<file path="config.mk">
export PLATFORM = sky130hd
export DESIGN_NAME = switch_group_debounce
export DESIGN_NICKNAME = d
export VERILOG_FILES = /design/src/rtl/sgd_pkg.sv /design/src/rtl/sgd_input_sync.sv /design/src/rtl/sgd_settle_timer.sv /design/src/rtl/sgd_output_stage.sv /design/src/rtl/switch_group_debounce.sv
export SDC_FILE = /design/constraint.sdc
export NUM_CORES = 1
export LEC_CHECK = 0
export BUFFER_PORTS_ARGS = -buffer_cell sky130_fd_sc_hd__buf_4
export CELL_PAD_IN_SITES_DETAIL_PLACEMENT = 1
export CELL_PAD_IN_SITES_GLOBAL_PLACEMENT = 2
export CORE_UTILIZATION = 29
export DETAILED_ROUTE_END_ITERATION = 10
export PLACE_DENSITY = 0.67
export SYNTH_ARGS = -nofsm -noshare
export SYNTH_HDL_FRONTEND = slang
export SYNTH_SLANG_ARGS = --single-unit
</file>
<file path="constraint.sdc">
create_clock -name clk_i -period 1.7 [get_ports clk_i]
set_input_delay 0.34 -clock clk_i [delete_from_list [all_inputs] [get_ports clk_i]]
set_output_delay 0.34 -clock clk_i [all_outputs]
set_load 0.005 [all_outputs]
</file>
<file path="src/rtl/sgd_pkg.sv">
// Package: shared constants and helpers for the grouped switch debouncer.
// Assumes: callers pass a settling limit of at least 1.
package sgd_pkg;

    // Number of register stages the raw word crosses before change detection.
    localparam int unsigned SYNC_DEPTH = 2;

    // Width needed for a counter that must be able to hold the value 'limit'.
    function automatic int unsigned count_width(input int unsigned limit);
        int unsigned w;
        w = $clog2(limit + 1);
        return (w < 1) ? 1 : w;
    endfunction

endpackage

</file>
<file path="src/rtl/sgd_input_sync.sv">
// Module: sgd_input_sync
// Registers the raw switch word twice on the system clock and flags any
// bit whose two stage values disagree.
// Assumes: the raw inputs change slowly compared with the clock.
module sgd_input_sync #(
    parameter int unsigned WIDTH = 8
) (
    input  logic             clk_i,
    input  logic             rst_ni,
    input  logic [WIDTH-1:0] raw_i,
    output logic [WIDTH-1:0] held_o,
    output logic             moved_o
);

    logic [WIDTH-1:0] first_q;
    logic [WIDTH-1:0] second_q;

    // Purpose: two-stage capture of the raw word, cleared by reset.
    always_ff @(posedge clk_i) begin
        if (!rst_ni) begin
            first_q  <= '0;
            second_q <= '0;
        end else begin
            first_q  <= raw_i;
            second_q <= first_q;
        end
    end

    // Purpose: any lane differing between stages means the word is in motion.
    always_comb begin
        moved_o = |(first_q ^ second_q);
    end

    assign held_o = second_q;

endmodule

</file>
<file path="src/rtl/sgd_settle_timer.sv">
// Module: sgd_settle_timer
// One counter shared by the whole group. It is cleared by a restart request,
// otherwise it counts up and parks at the limit.
// Assumes: LIMIT >= 1.
module sgd_settle_timer #(
    parameter int unsigned LIMIT = 16,
    localparam int unsigned CNT_W = sgd_pkg::count_width(LIMIT)
) (
    input  logic             clk_i,
    input  logic             rst_ni,
    input  logic             restart_i,
    output logic             settled_o,
    output logic [CNT_W-1:0] count_o
);

    localparam logic [CNT_W-1:0] LIMIT_V = CNT_W'(LIMIT);

    logic [CNT_W-1:0] count_q;

    // Purpose: restart on motion, else advance until the limit and hold there.
    always_ff @(posedge clk_i) begin
        if (!rst_ni) begin
            count_q <= '0;
        end else if (restart_i) begin
            count_q <= '0;
        end else if (count_q != LIMIT_V) begin
            count_q <= count_q + 1'b1;
        end
    end

    // Purpose: the word has been still for the full period.
    always_comb begin
        settled_o = (count_q == LIMIT_V);
    end

    assign count_o = count_q;

endmodule

</file>
<file path="src/rtl/sgd_output_stage.sv">
// Module: sgd_output_stage
// Output register loaded from the stable word when the timer has settled,
// plus a registered strobe that marks a real change of the output.
// Assumes: held_i is already registered and settled_i is glitch free.
module sgd_output_stage #(
    parameter int unsigned WIDTH = 8
) (
    input  logic             clk_i,
    input  logic             rst_ni,
    input  logic             settled_i,
    input  logic [WIDTH-1:0] held_i,
    output logic [WIDTH-1:0] word_o,
    output logic             strobe_o
);

    logic [WIDTH-1:0] word_q;
    logic             strobe_q;
    logic             differs;

    // Purpose: detect whether the stable word is new with respect to the output.
    always_comb begin
        differs = |(held_i ^ word_q);
    end

    // Purpose: load the output word only while settled.
    always_ff @(posedge clk_i) begin
        if (!rst_ni) begin
            word_q <= '0;
        end else if (settled_i) begin
            word_q <= held_i;
        end
    end

    // Purpose: pulse once, alongside the load that changes the output.
    always_ff @(posedge clk_i) begin
        if (!rst_ni) begin
            strobe_q <= 1'b0;
        end else begin
            strobe_q <= settled_i & differs;
        end
    end

    assign word_o   = word_q;
    assign strobe_o = strobe_q;

endmodule

</file>
<file path="src/rtl/switch_group_debounce.sv">
// Module: switch_group_debounce (top)
// Debounces a group of switch inputs with one shared settling counter and
// flags every update of the output word with a one-cycle strobe.
// Assumes: a single free-running system clock, SETTLE_CYCLES >= 1.
module switch_group_debounce #(
    parameter int unsigned WIDTH         = 8,
    parameter int unsigned SETTLE_CYCLES = 100000
) (
    input  logic             clk_i,
    input  logic             rst_ni,
    input  logic [WIDTH-1:0] data_i,
    output logic [WIDTH-1:0] data_o,
    output logic             strobe_o
);

    localparam int unsigned CNT_W = sgd_pkg::count_width(SETTLE_CYCLES);

    logic [WIDTH-1:0] held_w;
    logic             moved_w;
    logic             settled_w;
    logic [CNT_W-1:0] count_w;

    // Purpose: capture the raw word and detect motion.
    sgd_input_sync #(
        .WIDTH (WIDTH)
    ) sync_i (
        .clk_i   (clk_i),
        .rst_ni  (rst_ni),
        .raw_i   (data_i),
        .held_o  (held_w),
        .moved_o (moved_w)
    );

    // Purpose: time how long the whole group has been still.
    sgd_settle_timer #(
        .LIMIT (SETTLE_CYCLES)
    ) timer_i (
        .clk_i     (clk_i),
        .rst_ni    (rst_ni),
        .restart_i (moved_w),
        .settled_o (settled_w),
        .count_o   (count_w)
    );

    // Purpose: update the debounced word and raise the strobe.
    sgd_output_stage #(
        .WIDTH (WIDTH)
    ) out_i (
        .clk_i     (clk_i),
        .rst_ni    (rst_ni),
        .settled_i (settled_w),
        .held_i    (held_w),
        .word_o    (data_o),
        .strobe_o  (strobe_o)
    );

endmodule

</file>
=== Word-level counts from Yosys, hierarchy flattened ===
Index checks and enable logic that the tools add are counted.

* Memories kept: 0
* Bits in latches: 0
* Input bits: 10
* Memory bits (read-only): 0
* RAM bits: 0
* Flip-flop bits (word level): 42

* $add $sub $neg: 1
* Equal/unequal tests: 2
* Bitwise operators: 4
* $lt $le $gt $ge: 0
* Divide/modulo/power cells: 0
* Reduce and logical (&&, ||, !) cells: 2
* Shift-type cells: 0
* Multipliers: 0
* Muxes and demuxes: 0

{| class="wikitable"
|+ Operator list
! operator !! number
|-
| adder 17 x 1 -> 17 bit, second input constant || 1
|-
| == test 17 bit, second input constant || 1
|-
| != test 17 bit, second input constant || 1
|-
| XOR 8 bit || 2
|-
| OR reduction 9 bit || 1
|-
| OR reduction 8 bit || 1
|-
| AND 1 bit || 1
|-
| NOT 1 bit || 1
|}

=== Longest topological paths before layout ===
* Word-level depth: 3
* Depth in mapped cells: 7
* Gate-level depth less buffers: 6

=== By module ===
Synthesis repeated with hierarchy kept, for this count alone.

* Cells, all modules: 184
* Area total of the unflattened synthesis: 1823.0 sq um

{| class="wikitable"
|+ By module, submodules not included
! module !! area an instance (sq um) !! instances !! cells an instance
|-
| sgd_settle_timer || 902.1 || 1 || 102
|-
| sgd_input_sync || 511.7 || 1 || 44
|-
| sgd_output_stage || 409.1 || 1 || 38
|}

=== Worst setup path before layout ===
Ideal clock, no wire load.

* Kind: reg2reg
* Start point: reg timer_i.count_q[0] (netlist: timer_i.count_o[0])
* End point: reg timer_i.count_q[16] (netlist: timer_i.count_o[16])
* Arrival time: 1476 ps
* Path slack: 149 ps
* Period minus slack after synthesis: 1551 ps
* Stages on the path, launching flop included: 6
* Buffers on the path: 0
* Cells stage by stage: dfxtp_1 -> ha_1 -> nand3_1 -> or2_1 -> or3_1 -> a21oi_1

* Word-level cells in the longest chain between the ends: 1

{| class="wikitable"
|+ Ends and longest elaborated chain
! item !! line !! text
|-
| start, declared || sgd_settle_timer.sv:18 || <nowiki>logic [CNT_W-1:0] count_q;</nowiki>
|-
| start signal, assigned || sgd_settle_timer.sv:27 || <nowiki>count_q <= count_q + 1'b1;</nowiki>
|-
| adder 17 x 1 -> 17 bit / != test 17 bit (equally long branches) || sgd_settle_timer.sv:27, sgd_settle_timer.sv:26 ||
|}

Parallel ways exist; a longest one is shown, timed or not.
A chain may end at the register's enable or synchronous reset.

=== Worst setup path after layout ===
* Start point: reg timer_i.count_q[6] (netlist: timer_i.count_o[6])
* End point: reg out_i.word_q[7] (netlist: out_i.word_o[7])

* Word-level cells in the longest chain between the ends: 1

{| class="wikitable"
|+ Ends and longest elaborated chain
! item !! line !! text
|-
| == test 17 bit || sgd_settle_timer.sv:33 || <nowiki>settled_o = (count_q == LIMIT_V);</nowiki>
|-
| end signal, assigned || sgd_output_stage.sv:30 || <nowiki>word_q <= held_i;</nowiki>
|-
| end, declared || sgd_output_stage.sv:16 || <nowiki>logic [WIDTH-1:0] word_q;</nowiki>
|}

No other way between the ends.

==> results.sh <==
export IMPL_num_rows=27
export IMPL_cp_arrival_ps=1780
export IMPL_required_ps=1890
export IMPL_vias_per_cell=4.53
export IMPL_firstDrtPassIters=4
export IMPL_syn_instance_count=174
export IMPL_hp_class="input pin to flip-flop"
export IMPL_vias=1260
export IMPL_drtIter0Drc=35
export IMPL_clockBufferDepth=2
export IMPL_post_route_drc_count=0
export IMPL_grt_overflow=0
export IMPL_vdd_ir_drop_max_mv=0.309
export IMPL_maxCapViolCount=0
export IMPL_synthFlopType="dfxtp_1"
export IMPL_ys_async_sr_fraction_pct=0
export IMPL_hold_path_startpoint="data_i[2]"
export IMPL_syn_area_sq_um=1730
export IMPL_die_h_microns=79.1
export IMPL_drive_gt1_share_pct=21.8
export IMPL_start_util_pct=30.8
export IMPL_wl_microns=3630
export IMPL_fmax_ghz=0.627
export IMPL_nNetsFinal=217
export IMPL_yosysWarnings=0
export IMPL_synth_top_cell_by_area="dfxtp_1"
export IMPL_grt_pass1_vias=1355
export IMPL_clk_latency_ps=290
export IMPL_outcome="finished clean"
export IMPL_hold_path_cell_count=2
export IMPL_antennaDiodeCount=0
export IMPL_numClockSinks=42
export IMPL_worstReg2RegEnd="out_i.word_o[7]$_SDFFE_PN0N_"
export IMPL_grt_use_total_pct=13.1
export IMPL_grt_max_degree=19
export IMPL_gp_congestion=0.737
export IMPL_hold_viol=0
export IMPL_avgSynthCellArea_sq_um=9.92
export IMPL_fin_tns_setup_ps=0
export IMPL_yosysSeqAreaShare_pct=48.7
export IMPL_min_to="sync_i.first_q[2]$_SDFF_PN0_"
export IMPL_dieArea_sq_um=6260
export IMPL_ff2ff_path_depth=6
export IMPL_design_core_area_sq_um=5610
export IMPL_maxSlewViolCount=0
export IMPL_finalSetupViolCount=0
export IMPL_clkSlewWorstSetupHoldPaths_ps=90
export IMPL_root_buffer="clkbuf_8"
export IMPL_ys_seq_elements=42
export IMPL_cts_tree="built"
export IMPL_post_route_min_period_ps=1590
export IMPL_crit_path_start_kind="flip-flop"
export IMPL_dp_cells=270
export IMPL_critPathMaxFanout=7
export IMPL_port_buffers=18
export IMPL_io_pins=19
export IMPL_final_cell_mix="dfxtp_1 (38), buf_4 (28), nor2_1 (22)"
export IMPL_syn_to_final_growth_pct=22.1
export IMPL_p_leak_nw=0.901
export IMPL_ys_types=33
export IMPL_final_util_pct=37.6
export IMPL_p_per_area_nw_per_um2=822
export IMPL_post_route_period_util_pct=93.8
export IMPL_final_setup_skew_ps=8.30
export IMPL_cts_buffers=5
export IMPL_place_area_sq_um=2010
export IMPL_hpwlAfterDp_microns=2800
export IMPL_r2r_start="timer_i.count_o[6]$_SDFFE_PP0P_"
export IMPL_rrSetupSlack_ps=110
export IMPL_finalInstanceArea_sq_um=2110
export IMPL_post_drt_wl_per_cell_microns=13.0
export IMPL_final_antenna_net_count=0
export IMPL_final_common_cell="dfxtp_1"
export IMPL_relSlewSlack_pct=75.0
export IMPL_synthDominantCellAreaShare_pct=48.7
export IMPL_rsz0062_at_grt="no"
export IMPL_end_kind="flip-flop"
export IMPL_final_cells=278
export IMPL_path_class="flip-flop to flip-flop"
export IMPL_die_w_microns=79.1
export IMPL_synth_edf_count=0
export IMPL_h_tree_depth=2
export IMPL_syn_nets=186
export IMPL_antenna_found_initial=0
export IMPL_synth_area_top_cells="dfxtp_1 (49%), xor2_1 (10%), and2_1 (5.8%)"
export IMPL_tightestPinTransition_ps=369
export IMPL_grt_pass1_wl_microns=6160
==> cell usage after synthesis (2+ instances only) <==
library cell   n
nor2_1        22
xnor2_1        9
mux2i_1        9
clkbuf_1       3
xor2_1        20
inv_1          5
a21oi_1        3
ha_1           2
nand3_1        6
and2_1        16
nor4_1         5
nand4_1        4
nor3_1         5
or3_1          2
nand2_1        3
dfxtp_1       42
nor4b_1        2
==> worst max-delay path, cell delays in order, from the launching register on <==
cell and delay (ps):
dfxtp_1 330, buf_4 150, nor4bb_1 370, nand4_1 190, buf_4 220, mux2i_1 170, nor2_1 50
==> area by class of cell <==
cell class	instances	area (sq um)
Clock inverter	3	21.3
Fill cell	667	3500
Inverter	6	22.5
Tap cell	72	90.1
Timing Repair Buffer	28	210
Multi-Input combinational cell	122	848
Clock buffer	5	68.8
Sequential cell	42	846
==> how the worst max path moves through the flow <==
stage	from	endpoint	slack (ps)	depth (start not counted)
global placement	timer_i.count_o[1]$_SDFFE_PP0P_	timer_i.count_o[16]$_SDFFE_PP0P_	120	5
CTS	timer_i.count_o[1]$_SDFFE_PP0P_	timer_i.count_o[16]$_SDFFE_PP0P_	40	5
global route	timer_i.count_o[7]$_SDFFE_PP0P_	out_i.word_o[7]$_SDFFE_PN0N_	30	5
floorplan	timer_i.count_o[0]$_SDFFE_PP0P_	timer_i.count_o[16]$_SDFFE_PP0P_	150	5
detailed placement	timer_i.count_o[6]$_SDFFE_PP0P_	out_i.word_o[7]$_SDFFE_PN0N_	70	6
finish	timer_i.count_o[6]$_SDFFE_PP0P_	out_i.word_o[7]$_SDFFE_PN0N_	110	6
==> state kept, by name, indices dropped and copies added, names as in the netlist <==
register / cells
out_i.word_o: 8
sync_i.first_q: 8
sync_i.held_o: 8
out_i.strobe_o: 1
timer_i.count_o: 17
==> stage by stage <==
stage	power (mW)	worst slack (ps)	hold slack, ps
2_1_floorplan	1.08	149	450
3_3_place_gp	1.11	123	466
3_5_place_dp	1.11	69.2	470
4_1_cts	1.77	45.0	235
5_1_grt	1.81	28.6	236
6_report	1.73	106	249
==> cell families after synthesis <==
group / after synthesis / share of synthesized area [%]
buffers and inverters: 10 / 2.25
muxes: 9 / 5.22
AOI/OAI and AO/OA: 6 / 2.03
and+or+nand+nor: 76 / 25.6
xor gates and xnor gates: 29 / 14.7
DFF: 42 / 48.7
adders and majority gates: 2 / 1.45
==> per-layer routing <==
metal / global-route usage, % / share of wire (%) / vias to the layer above / wire length, microns
met4: 5.82 / 0.63 / 0 / 23
met5: 0 / 0 / - / 0
met2: 23.7 / 52 / 20 / 1870
met1: 13.7 / 44 / 592 / 1610
li1: - / - / 646 / -
met3: 4.37 / 3.4 / 2 / 122
==> repair_timing <==
action,CTS,global route
gates resized for setup,0,5
hold buffers,0,0
buffers inserted,0,0
endpoints found under the setup margin,0,2
==> report_power, final <==
| group | internal [mW] | leakage [nW] | switching, mW |
|---|---|---|---|
| sequential | 1.00 | 0.344 | 0.0163 |
| clock | 0.289 | 0.0441 | 0.356 |
| combinational | 0.0405 | 0.513 | 0.0297 |
Note: power is estimated with default switching activity, not from simulation.
